[src/rtl/winwdt_pkg.sv]
// Package winwdt_pkg
// Shared encodings for the windowed watchdog: register addresses,
// clock-source selections, control bit positions and key bytes.
// Assumes an 8-bit or wider write data bus.
package winwdt_pkg;

    typedef enum logic [1:0] {
        SRC_SYS_D2   = 2'b00,
        SRC_SYS_D16  = 2'b01,
        SRC_SYS_D128 = 2'b10,
        SRC_LS_D16   = 2'b11
    } src_sel_e;

    typedef enum logic [1:0] {
        REG_KEY   = 2'd0,
        REG_START = 2'd1,
        REG_CTRL  = 2'd2,
        REG_SPARE = 2'd3
    } reg_addr_e;

    localparam int CTRL_SRC_LSB  = 0;
    localparam int CTRL_UFL_RST  = 2;
    localparam int CTRL_PROT_SET = 3;
    localparam int CTRL_USED_W   = 4;

endpackage

[src/rtl/winwdt_regs.sv]
// Module winwdt_regs
// Holds the control register (source select, underflow action), the
// sticky protection flag and the running flag. Decodes writes to the
// start and control addresses. rst_n here is the block-level reset,
// which also covers the watchdog's own reset request.
module winwdt_regs
    import winwdt_pkg::*;
#(
    parameter int DATA_W = 8,
    parameter int ADDR_W = 2
) (
    input  logic              clk,
    input  logic              rst_n,
    input  logic              opt_autostart,
    input  logic              opt_prot,
    input  logic              wr_en,
    input  logic [ADDR_W-1:0] wr_addr,
    input  logic [DATA_W-1:0] wr_data,
    output src_sel_e          src_sel,
    output logic              ufl_rst,
    output logic              prot,
    output logic              running
);

    logic ctrl_wr;
    logic start_wr;
    logic unused_ctrl_bits;

    assign ctrl_wr  = wr_en && (wr_addr == ADDR_W'(REG_CTRL));
    assign start_wr = wr_en && (wr_addr == ADDR_W'(REG_START));
    assign unused_ctrl_bits = ^wr_data[DATA_W-1:CTRL_USED_W];

    // Control register: source select and underflow action.
    always_ff @(posedge clk) begin
        if (!rst_n) begin
            src_sel <= SRC_SYS_D2;
            ufl_rst <= 1'b0;
        end else if (ctrl_wr) begin
            src_sel <= src_sel_e'(wr_data[CTRL_SRC_LSB +: 2]);
            ufl_rst <= wr_data[CTRL_UFL_RST];
        end
    end

    // Protection flag: loaded from the option, set-only by software.
    always_ff @(posedge clk) begin
        if (!rst_n) begin
            prot <= opt_prot;
        end else if (ctrl_wr && wr_data[CTRL_PROT_SET]) begin
            prot <= 1'b1;
        end
    end

    // Running flag: auto-start option or first start-register write.
    always_ff @(posedge clk) begin
        if (!rst_n) begin
            running <= opt_autostart;
        end else if (start_wr) begin
            running <= 1'b1;
        end
    end

endmodule

[src/rtl/winwdt_prescaler.sv]
// Module winwdt_prescaler
// Produces one count tick per enabled period of the selected source.
// The system-clock divider and the low-speed divider both restart at
// zero while the watchdog is not running. In protection mode the raw
// low-speed tick is passed through and low-power mode is ignored.
module winwdt_prescaler
    import winwdt_pkg::*;
#(
    parameter int DIV_A_LOG  = 1,
    parameter int DIV_B_LOG  = 4,
    parameter int DIV_C_LOG  = 7,
    parameter int LS_DIV_LOG = 4
) (
    input  logic     clk,
    input  logic     rst_n,
    input  logic     running,
    input  logic     prot,
    input  logic     low_power,
    input  src_sel_e src_sel,
    input  logic     ls_tick,
    output logic     cnt_tick
);

    localparam int PRE_W = DIV_C_LOG;
    localparam logic [PRE_W-1:0] MASK_A = PRE_W'((1 << DIV_A_LOG) - 1);
    localparam logic [PRE_W-1:0] MASK_B = PRE_W'((1 << DIV_B_LOG) - 1);
    localparam logic [PRE_W-1:0] MASK_C = PRE_W'((1 << DIV_C_LOG) - 1);

    logic [PRE_W-1:0]      pre_cnt;
    logic [LS_DIV_LOG-1:0] ls_cnt;
    logic [PRE_W-1:0]      pre_mask;
    logic                  ls_src;
    logic                  sys_active;
    logic                  sys_tick;
    logic                  ls_div_tick;
    logic                  prot_tick;

    // Divider mask for the selected system-clock ratio.
    always_comb begin
        case (src_sel)
            SRC_SYS_D2:  pre_mask = MASK_A;
            SRC_SYS_D16: pre_mask = MASK_B;
            default:     pre_mask = MASK_C;
        endcase
    end

    assign ls_src      = (src_sel == SRC_LS_D16);
    assign sys_active  = running && !prot && !ls_src && !low_power;
    assign sys_tick    = sys_active && ((pre_cnt & pre_mask) == pre_mask);
    assign ls_div_tick = running && !prot && ls_src && ls_tick && (ls_cnt == '1);
    assign prot_tick   = running && prot && ls_tick;
    assign cnt_tick    = sys_tick || ls_div_tick || prot_tick;

    // System-clock divider, frozen in low-power mode.
    always_ff @(posedge clk) begin
        if (!rst_n || !running) begin
            pre_cnt <= '0;
        end else if (sys_active) begin
            pre_cnt <= pre_cnt + PRE_W'(1);
        end
    end

    // Low-speed divider, advanced by each oscillator tick.
    always_ff @(posedge clk) begin
        if (!rst_n || !running) begin
            ls_cnt <= '0;
        end else if (ls_tick && !prot && ls_src) begin
            ls_cnt <= ls_cnt + LS_DIV_LOG'(1);
        end
    end

endmodule

[src/rtl/winwdt_keyseq.sv]
// Module winwdt_keyseq
// Tracks the two-byte refresh key at the key address. An arm byte inside
// the window arms the sequence. The fire byte while armed and inside the
// window gives a one-cycle refresh. Any other key write disarms.
// Writes to other addresses leave the armed state alone.
module winwdt_keyseq
    import winwdt_pkg::*;
#(
    parameter int DATA_W = 8,
    parameter int ADDR_W = 2
) (
    input  logic              clk,
    input  logic              rst_n,
    input  logic              wr_en,
    input  logic [ADDR_W-1:0] wr_addr,
    input  logic [DATA_W-1:0] wr_data,
    input  logic              win_open,
    output logic              refresh
);

    localparam logic [DATA_W-1:0] KEY_ARM  = '0;
    localparam logic [DATA_W-1:0] KEY_FIRE = '1;

    logic key_wr;
    logic armed;

    assign key_wr  = wr_en && (wr_addr == ADDR_W'(REG_KEY));
    assign refresh = key_wr && win_open && armed && (wr_data == KEY_FIRE);

    // Armed state: set only by an in-window arm byte, cleared by any other key write.
    always_ff @(posedge clk) begin
        if (!rst_n) begin
            armed <= 1'b0;
        end else if (key_wr) begin
            armed <= win_open && (wr_data == KEY_ARM);
        end
    end

endmodule

[src/rtl/winwdt_core.sv]
// Module winwdt_core
// The down counter and the underflow outputs. A refresh reloads the
// count and takes priority over a tick. A tick at zero is an underflow:
// the count reloads, and either the interrupt or the reset request is
// pulsed for one cycle. The reset request flop uses only the external
// reset, so it can clear itself after one cycle.
module winwdt_core #(
    parameter int CNT_W = 14
) (
    input  logic             clk,
    input  logic             rst_n,
    input  logic             blk_rst_n,
    input  logic             cnt_tick,
    input  logic             refresh,
    input  logic             rst_mode,
    input  logic [CNT_W-1:0] init_val,
    output logic [CNT_W-1:0] cnt_o,
    output logic             irq_o,
    output logic             rst_req_o
);

    logic ufl;

    assign ufl = cnt_tick && (cnt_o == '0) && !refresh;

    // Counter: reload on reset or refresh, otherwise decrement per tick.
    always_ff @(posedge clk) begin
        if (!blk_rst_n) begin
            cnt_o <= init_val;
        end else if (refresh) begin
            cnt_o <= init_val;
        end else if (cnt_tick) begin
            cnt_o <= (cnt_o == '0) ? init_val : cnt_o - CNT_W'(1);
        end
    end

    // Interrupt pulse on underflow in interrupt mode.
    always_ff @(posedge clk) begin
        if (!blk_rst_n) begin
            irq_o <= 1'b0;
        end else begin
            irq_o <= ufl && !rst_mode;
        end
    end

    // Reset-request pulse on underflow in reset mode, self-clearing.
    always_ff @(posedge clk) begin
        if (!rst_n) begin
            rst_req_o <= 1'b0;
        end else if (rst_req_o) begin
            rst_req_o <= 1'b0;
        end else begin
            rst_req_o <= ufl && rst_mode;
        end
    end

endmodule

[src/rtl/winwdt_top.sv]
// Module winwdt_top
// Windowed watchdog top. Derives the start value and the refresh window
// limit from the static options, and forms the block reset from the
// external reset and the block's own reset request. It then connects the
// register, prescaler, key and counter pieces. Option inputs are assumed
// static while out of reset.
module winwdt_top
    import winwdt_pkg::*;
#(
    parameter int CNT_W     = 14,
    parameter int DATA_W    = 8,
    parameter int ADDR_W    = 2,
    parameter int INIT_LOG0 = 10,
    parameter int INIT_LOG1 = 12,
    parameter int INIT_LOG2 = 13
) (
    input  logic              clk,
    input  logic              rst_n,
    input  logic              ls_tick_i,
    input  logic              low_power_i,
    input  logic              opt_autostart_i,
    input  logic              opt_prot_i,
    input  logic [1:0]        opt_init_sel_i,
    input  logic [1:0]        opt_win_sel_i,
    input  logic              wr_en_i,
    input  logic [ADDR_W-1:0] wr_addr_i,
    input  logic [DATA_W-1:0] wr_data_i,
    output logic [CNT_W-1:0]  cnt_o,
    output logic              irq_o,
    output logic              rst_req_o
);

    localparam int LIM_W = CNT_W + 1;

    logic [CNT_W-1:0] init_val;
    logic [LIM_W-1:0] quarter;
    logic [LIM_W-1:0] win_limit;
    logic             win_open;
    logic             blk_rst_n;
    src_sel_e         presc_sel;
    logic             ufl_rst;
    logic             prot;
    logic             running;
    logic             cnt_tick;
    logic             refresh;

    // Start value chosen by the option field.
    always_comb begin
        case (opt_init_sel_i)
            2'b00:   init_val = CNT_W'((1 << INIT_LOG0) - 1);
            2'b01:   init_val = CNT_W'((1 << INIT_LOG1) - 1);
            2'b10:   init_val = CNT_W'((1 << INIT_LOG2) - 1);
            default: init_val = '1;
        endcase
    end

    // Window limit as one to four quarters of the count range.
    always_comb begin
        quarter = ({1'b0, init_val} + LIM_W'(1)) >> 2;
        case (opt_win_sel_i)
            2'b00:   win_limit = quarter;
            2'b01:   win_limit = quarter << 1;
            2'b10:   win_limit = (quarter << 1) + quarter;
            default: win_limit = quarter << 2;
        endcase
    end

    assign win_open  = ({1'b0, cnt_o} < win_limit);
    assign blk_rst_n = rst_n && !rst_req_o;

    winwdt_regs #(
        .DATA_W (DATA_W),
        .ADDR_W (ADDR_W)
    ) regs_i (
        .clk           (clk),
        .rst_n         (blk_rst_n),
        .opt_autostart (opt_autostart_i),
        .opt_prot      (opt_prot_i),
        .wr_en         (wr_en_i),
        .wr_addr       (wr_addr_i),
        .wr_data       (wr_data_i),
        .src_sel       (presc_sel),
        .ufl_rst       (ufl_rst),
        .prot          (prot),
        .running       (running)
    );

    winwdt_prescaler prescaler_i (
        .clk       (clk),
        .rst_n     (blk_rst_n),
        .running   (running),
        .prot      (prot),
        .low_power (low_power_i),
        .src_sel   (presc_sel),
        .ls_tick   (ls_tick_i),
        .cnt_tick  (cnt_tick)
    );

    winwdt_keyseq #(
        .DATA_W (DATA_W),
        .ADDR_W (ADDR_W)
    ) keyseq_i (
        .clk      (clk),
        .rst_n    (blk_rst_n),
        .wr_en    (wr_en_i),
        .wr_addr  (wr_addr_i),
        .wr_data  (wr_data_i),
        .win_open (win_open),
        .refresh  (refresh)
    );

    winwdt_core #(
        .CNT_W (CNT_W)
    ) core_i (
        .clk       (clk),
        .rst_n     (rst_n),
        .blk_rst_n (blk_rst_n),
        .cnt_tick  (cnt_tick),
        .refresh   (refresh),
        .rst_mode  (ufl_rst || prot),
        .init_val  (init_val),
        .cnt_o     (cnt_o),
        .irq_o     (irq_o),
        .rst_req_o (rst_req_o)
    );

endmodule

[config.mk]
export PLATFORM = sky130hd
export DESIGN_NAME = winwdt_top
export DESIGN_NICKNAME = d
export VERILOG_FILES = /design/src/rtl/winwdt_pkg.sv /design/src/rtl/winwdt_regs.sv /design/src/rtl/winwdt_prescaler.sv /design/src/rtl/winwdt_keyseq.sv /design/src/rtl/winwdt_core.sv /design/src/rtl/winwdt_top.sv
export SDC_FILE = /design/constraint.sdc
export NUM_CORES = 1
export LEC_CHECK = 0
export ABC_AREA = 0
export CAP_MARGIN = 20
export CELL_PAD_IN_SITES_DETAIL_PLACEMENT = 2
export CELL_PAD_IN_SITES_GLOBAL_PLACEMENT = 2
export CORE_ASPECT_RATIO = 1.2
export CORE_MARGIN = 10
export CORE_UTILIZATION = 34
export CTS_CLUSTER_SIZE = 24
export DETAILED_ROUTE_END_ITERATION = 6
export PLACE_DENSITY_LB_ADDON = 0.1
export SLEW_MARGIN = 30
export SYNTH_ARGS = -nofsm -noshare
export SYNTH_HDL_FRONTEND = slang
export SYNTH_SLANG_ARGS = --single-unit
[constraint.sdc]
create_clock -name clk -period 8 [get_ports clk]
set_input_delay 2.4 -clock clk [delete_from_list [all_inputs] [get_ports clk]]
set_output_delay 2.4 -clock clk [all_outputs]
set_load 0.1 [all_outputs]
== Word level (Yosys, flattened, before mapping) ==
Cells that the tools add are included.

* Add/sub/neg operators: 5
* Magnitude comparators: 1
* Eq/ne operators: 14
* Mux-type cells: 11
* Bitwise logic cells: 2
* Reductions and logical operators: 43

{| class="wikitable"
|+ Operators by type and width
! operator !! count
|-
| $mux 14 || 4
|-
| $pmux 15 s3 || 1
|-
| $pmux 14 s3 || 1
|-
| $logic_and 1x1->1 || 24
|-
| $add 14x1->15 const B || 1
|-
| $add 14x13->15 || 1
|-
| $lt 14x15->1 || 1
|-
| $logic_not 14->1 || 1
|-
| $pmux 7 s2 || 1
|-
| $sub 14x1->14 const B || 1
|-
| $eq 2x1->1 const B || 4
|-
| $eq 2x2->1 const B || 4
|-
| $eq 8x8->1 const B || 1
|-
| $logic_not 1->1 || 8
|-
| $logic_not 2->1 || 4
|-
| $logic_not 8->1 || 1
|-
| $add 7x1->7 const B || 1
|-
| $and 7x7->7 || 1
|-
| $eq 7x7->1 || 1
|-
| $add 4x1->4 const B || 1
|-
| $eq 4x4->1 const B || 1
|-
| $logic_or 1x1->1 || 4
|-
| $mux 1 || 4
|-
| $ne 2x2->1 const B || 2
|-
| 3 further kinds || 3
|}

* Flip-flop bits (word level): 33
* Bits of input ports: 21
* Output and inout port bits: 16
* Word-level logic and storage cells: 86

== Depth between registers and ports, before layout ==
* Word-level depth: 12
* Depth in mapped cells: 14
* Gate-level depth less buffers: 13

== Hierarchy ==
A second synthesis with hierarchy kept.

* Cells, all modules: 241
* Area total of the unflattened synthesis: 2,217.1 µm²

{| class="wikitable"
|+ Modules (own cells, without submodules)
! module !! times used !! cells each !! area each (µm²) !! sequential area each (µm²)
|-
| winwdt_core || 1 || 91 || 917.1 || 460.4
|-
| winwdt_prescaler || 1 || 73 || 631.9 || 220.2
|-
| winwdt_top || 1 || 44 || 345.3 || 0.0
|-
| winwdt_regs || 1 || 22 || 231.5 || 120.1
|-
| winwdt_keyseq || 1 || 11 || 91.3 || 20.0
|}

== Least setup slack after synthesis ==
OpenSTA, ideal clock, no wires.

* Kind: input -> register
* Start: input opt_init_sel_i[0]
* End: register core_i.cnt_o[0], enable pin
* Setup time: 361 ps
* Arrival time: 4,359 ps
* Data required time: 7,639 ps
* Setup slack: 3,280 ps
* Cell stages on the path: 12
* Buffers on the path: 0
* Cell sequence: inv_1 > ha_1 > o31ai_1 > a21oi_1 > a21oi_1 > a31oi_1 > ha_1 > nand3_1 > a21oi_1 > a211oi_2 > nor2_1 > nand2_1

* Word-level cells in the longest chain between the ends: 10
* Elaborated cells between the ends (all ways): 12
* Those cells by class: 2 x add/sub; 1 x order compare; 3 x eq/ne; 2 x mux; 4 x reduce/logical

{| class="wikitable"
|+ Ends and longest elaborated chain
! item !! RTL line !! RTL
|-
| from (decl) || winwdt_top.sv:23 || <nowiki>input logic [1:0] opt_init_sel_i,</nowiki>
|-
| $eq 2x2->1 (tied with other cells) || winwdt_top.sv:49 || <nowiki>case (opt_init_sel_i)</nowiki>
|-
| $pmux 14 s3 (*) || winwdt_top.sv:49 ||
|-
| $add 14x1->15 (*) || winwdt_top.sv:59 || <nowiki>quarter = ({1'b0, init_val} + LIM_W'(1)) >> 2;</nowiki>
|-
| $add 14x13->15 || winwdt_top.sv:63 || <nowiki>2'b10: win_limit = (quarter << 1) + quarter;</nowiki>
|-
| $pmux 15 s3 (*) || winwdt_top.sv:60 || <nowiki>case (opt_win_sel_i)</nowiki>
|-
| $lt 14x15->1 (*) || winwdt_top.sv:68 || <nowiki>assign win_open = ({1'b0, cnt_o} < win_limit);</nowiki>
|-
| $logic_and 1x1->1 (*) (3 in a row) || winwdt_keyseq.sv:28 || <nowiki>assign refresh = key_wr && win_open && armed && (wr_data == KEY_FIRE);</nowiki>
|-
| $ne 3x3->1 (no source line) (*) || -- ||
|-
| to (signal assigned) || winwdt_core.sv:29 || <nowiki>cnt_o <= init_val;</nowiki>
|-
| to (signal assigned) || winwdt_core.sv:31 || <nowiki>cnt_o <= init_val;</nowiki>
|-
| to (signal assigned) || winwdt_core.sv:33 || <nowiki>cnt_o <= (cnt_o == '0) ? init_val : cnt_o - CNT_W'(1);</nowiki>
|-
| to (decl) || winwdt_core.sv:17 || <nowiki>output logic [CNT_W-1:0] cnt_o,</nowiki>
|}

Every way passes the cells marked *; elsewhere a longest branch is shown, timed or not.
A chain may end at the register's enable or synchronous reset.

== Worst setup path after layout ==
* Start: input opt_init_sel_i[0]
* End: register core_i.cnt_o[13] (data pin)

* Word-level cells in the longest chain between the ends: 11
* Elaborated cells between the ends (all ways): 15
* Those cells by class: 2 x add/sub; 1 x order compare; 2 x eq/ne; 6 x mux; 4 x reduce/logical

{| class="wikitable"
|+ Ends and longest elaborated chain
! item !! RTL line !! RTL
|-
| $eq 2x2->1 (tied with other cells) || winwdt_top.sv:49 ||
|-
| $pmux 14 s3 (*) || winwdt_top.sv:49 ||
|-
| $add 14x1->15 || winwdt_top.sv:59 ||
|-
| $add 14x13->15 || winwdt_top.sv:63 ||
|-
| $pmux 15 s3 || winwdt_top.sv:60 ||
|-
| $lt 14x15->1 || winwdt_top.sv:68 ||
|-
| $logic_and 1x1->1 (3 in a row) || winwdt_keyseq.sv:28 ||
|-
| $mux 14 || winwdt_core.sv:30 || <nowiki>end else if (refresh) begin</nowiki>
|-
| $mux 14 (*) || winwdt_core.sv:28 || <nowiki>if (!blk_rst_n) begin</nowiki>
|}

Every way passes the cells marked *; elsewhere a longest branch is shown, timed or not. The select of a mux whose other input is x is not followed.

==> summary.md <==
| Metric | Value |
|---|---|
| Outcome | finished, final reports clean |
| Hold_buf cts | 0 |
| # IOs | 37 |
| CP Capture Type | register |
| Worst-path fanout max | 12 |
| GRT Residual Overflow | 0 |
| Critical path data arrival time | about 5.7 ns |
| Hold crit path type | reg2reg |
| Final setup violation count | 0 |
| CTS H-tree depth | 2 |
| Largest net degree at the start of global routing | 15 |
| PortBufs | 36 |
| Max-slew headroom | ~34% |
| Bufs on Longest Clock Path | 2 |
| Share of cells above drive strength 1 | 4.90% |
| Nets | 278 |
| ANT cells | 0 |
| Period minus WS final | approximately 5.7 ns |
| Tcrit/Tclk final | 70.8% |
| Core area | between 5000 and 6000 um2 |
| DRT antenna net count | 0 |
| Number of synthesized flops with an enable pin | 16 |
| Setup bufs post-CTS | 0 |
| Num CTS Buffers | 5 |
| Final Max Tran Viols | 0 |
| Vias | roughly 1700 |
| Synth cell count leaders | nand2_1, nor2_1, dfxtp_1, edfxtp_1, ha_1 |
| PostCTS Resize Cnt | 0 |
| Vias per cell | ~5.4 |
| Mapped Cells | a little over 200 |
| Warnings from Yosys | 0 |
| Reg2reg setup slack | between 5 and 6 ns |
| Clk_lat worst skew | 0.28 ns |
| Number of DRC markers in iteration 0 | 42 |
| CTS root buffer | clkbuf_8 |
| Setup_tns | 0 ns |
| Synthesized flop and latch total | 33 |
| Power Dens Cells | between 150 and 200 nW/um2 |
| Kind of critical path | in2reg |
| Largest area contributor in the netlist | edfxtp_1 |
| Worst Setup Start Kind | input port |
| Yosys top cell area share | 24.6% |
| Worst EP required | 8.03 ns |
| Die area | 9180 um2 |
| DRT Wirelength | between 5 and 6 mm |
| Syn Area/Cell | around 9.4 um2 |
| Initial antenna violation count | 0 |
| Vias in the first global route | between 1500 and 2000 |
| Post-layout util | about 44% |
| Initial Utilization | a little over a third |
| DR pass1 iterations | 4 |
| Final Hold Fails | 0 |
| Die Ht | 103 um |
| Skew final | just under 0.007 ns |
| First-pass GRT wire length | slightly below 9 mm |
| WL/cell | 17.0 um |
| Worst vdd ir | around 0.079 mV |
| Async SR Flop Fraction | 0% |
| Synth Net Count | approximately 240 |
| TritonCTS clock tree | done |
| DRC | 0 |
| Post-Syn Area | between 1500 and 2000 um2 |
| Clk sinks | 33 |
| Top FF cell, synth | dfxtp_1 |
| Overall routing resource usage | between 10 and 15% |
| RSZ-0062 raised after global routing | no |
| Lkg Pwr | 0.000899 uW |
| Least-Margin Pin Slew | around 0.99 ns |
| Max-cap violations | 0 |
| Post-DP HPWL | around 4.3 mm |
| Area grow syn2layout | 26.3% |
| Fillers | around 600 |
| Chip width | between 80 and 90 um |
| Max Clk Rate | 0.177 GHz |
| Area contributors post-synth | edfxtp_1, dfxtp_1, ha_1 |
| Seq/Total Area, Yosys | between 40% and 50% |
| Rows | 30 |
| Yosys cell types | 40 |
| Final Wtd Congestion | about 0.79 |
| Clock transition at the registers of the reported paths | approximately 0.070 ns |
final cells by class:
class | count | area [um2] | share of cell area, %
clock buffer | 8 | 90.1 | 3.65
inverter | 8 | 30.0 | 1.22
multi-input combinational | 160 | 1080 | 44.0
sequential | 33 | 821 | 33.3
tap | 64 | 80.1 | 3.25
timing repair buffer | 36 | 360 | 14.6
sequential cells by signal, summed over array words and instances (netlist names), 2 cells and up:
name / flops
core_i.cnt_o: 14
prescaler_i.pre_cnt: 7
prescaler_i.ls_cnt: 4
regs_i.src_sel: 2
cells in the final DEF (no fill, tap or decap), drive strengths merged, types with 2 or more instances in the layout:
cell type,count
xnor2,8
clkbuf,8
ha,13
and3,2
dfxtp,17
xor2,12
edfxtp,16
mux2i,8
and4b,2
nand2,24
a2111oi,2
a31oi,3
inv,8
nand3,9
nor2,24
nor3,7
nor3b,2
nand4,7
o21ai,5
a21oi,10
nor4,3
nand3b,2
nand2b,3
clkdlybuf4s50,36
worst max-delay path, cell delays in order:
cell and delay (ns):
clkdlybuf4s50_1 0.54, inv_1 0.10, ha_1 0.34, o31ai_1 0.21, a21oi_1 0.10, a21oi_1 0.13
a31oi_1 0.07, ha_1 0.33, nand3_1 0.09, a21oi_1 0.21, a211oi_2 0.09, nor3_2 0.70
mux2_1 0.38
power by group:
part / total, uW / switching, uW / leakage, uW / internal [uW]
Sequential: 190 / 6.94 / 0.000271 / 184
Clock: 125 / 55.3 / 0.0000455 / 70.1
Combinational: 81.0 / 51.8 / 0.000582 / 29.2
Total: 397 / 114 / 0.000899 / 283
cell families (layout without fill, tap and decap cells):
logic type / after synthesis / count (layout) / synth area share, %
AND/OR/NAND/NOR: 91 / 91 / 23.6
flip-flops: 33 / 33 / 42.1
AO/OA/AOI/OAI: 27 / 27 / 9.30
XOR/XNOR: 20 / 20 / 8.97
buffers and inverters: 14 / 52 / 3.08
adder cells (fa/ha/maj): 13 / 13 / 8.33
multiplexers: 9 / 9 / 4.68
per-layer routing:
layer | wire length (um) | track usage, % | part of all wire, %
met4 | 54 | 2.70 | 1.0
met3 | 208 | 3.32 | 3.9
met5 | 0 | 0 | 0
met1 | 2070 | 12.9 | 39
met2 | 2940 | 22.9 | 56
metrics by stage:
step / setup WS, ns / cell area (um2) / hold slack, ns / power, uW / std cells
detailed placement: 2.02 / 2360 / 0.494 / 275 / 301
CTS: 2.31 / 2450 / 0.512 / 401 / 309
global route: 2.06 / 2460 / 0.550 / 418 / 309
floorplan: 3.28 / 1950 / 0.457 / 247 / 207
finish: 2.34 / 2460 / 0.508 / 397 / 309
global placement: 2.21 / 2360 / 0.489 / 272 / 301
worst paths after layout:
| check | startpoint | endpoint | depth (start not counted) |
|---|---|---|---|
| worst max-delay path | opt_init_sel_i[0] | core_i.cnt_o[13]$_DFFE_PP_ | 13 |
| worst min-delay path | keyseq_i.armed$_SDFFE_PN0P_ | keyseq_i.armed$_SDFFE_PN0P_ | 2 |
| worst max register to register | core_i.cnt_o[10]$_DFFE_PP_ | core_i.cnt_o[13]$_DFFE_PP_ | 6 |
| worst min register to register | keyseq_i.armed$_SDFFE_PN0P_ | keyseq_i.armed$_SDFFE_PN0P_ | 2 |
Power figures use the tool's default switching activity.
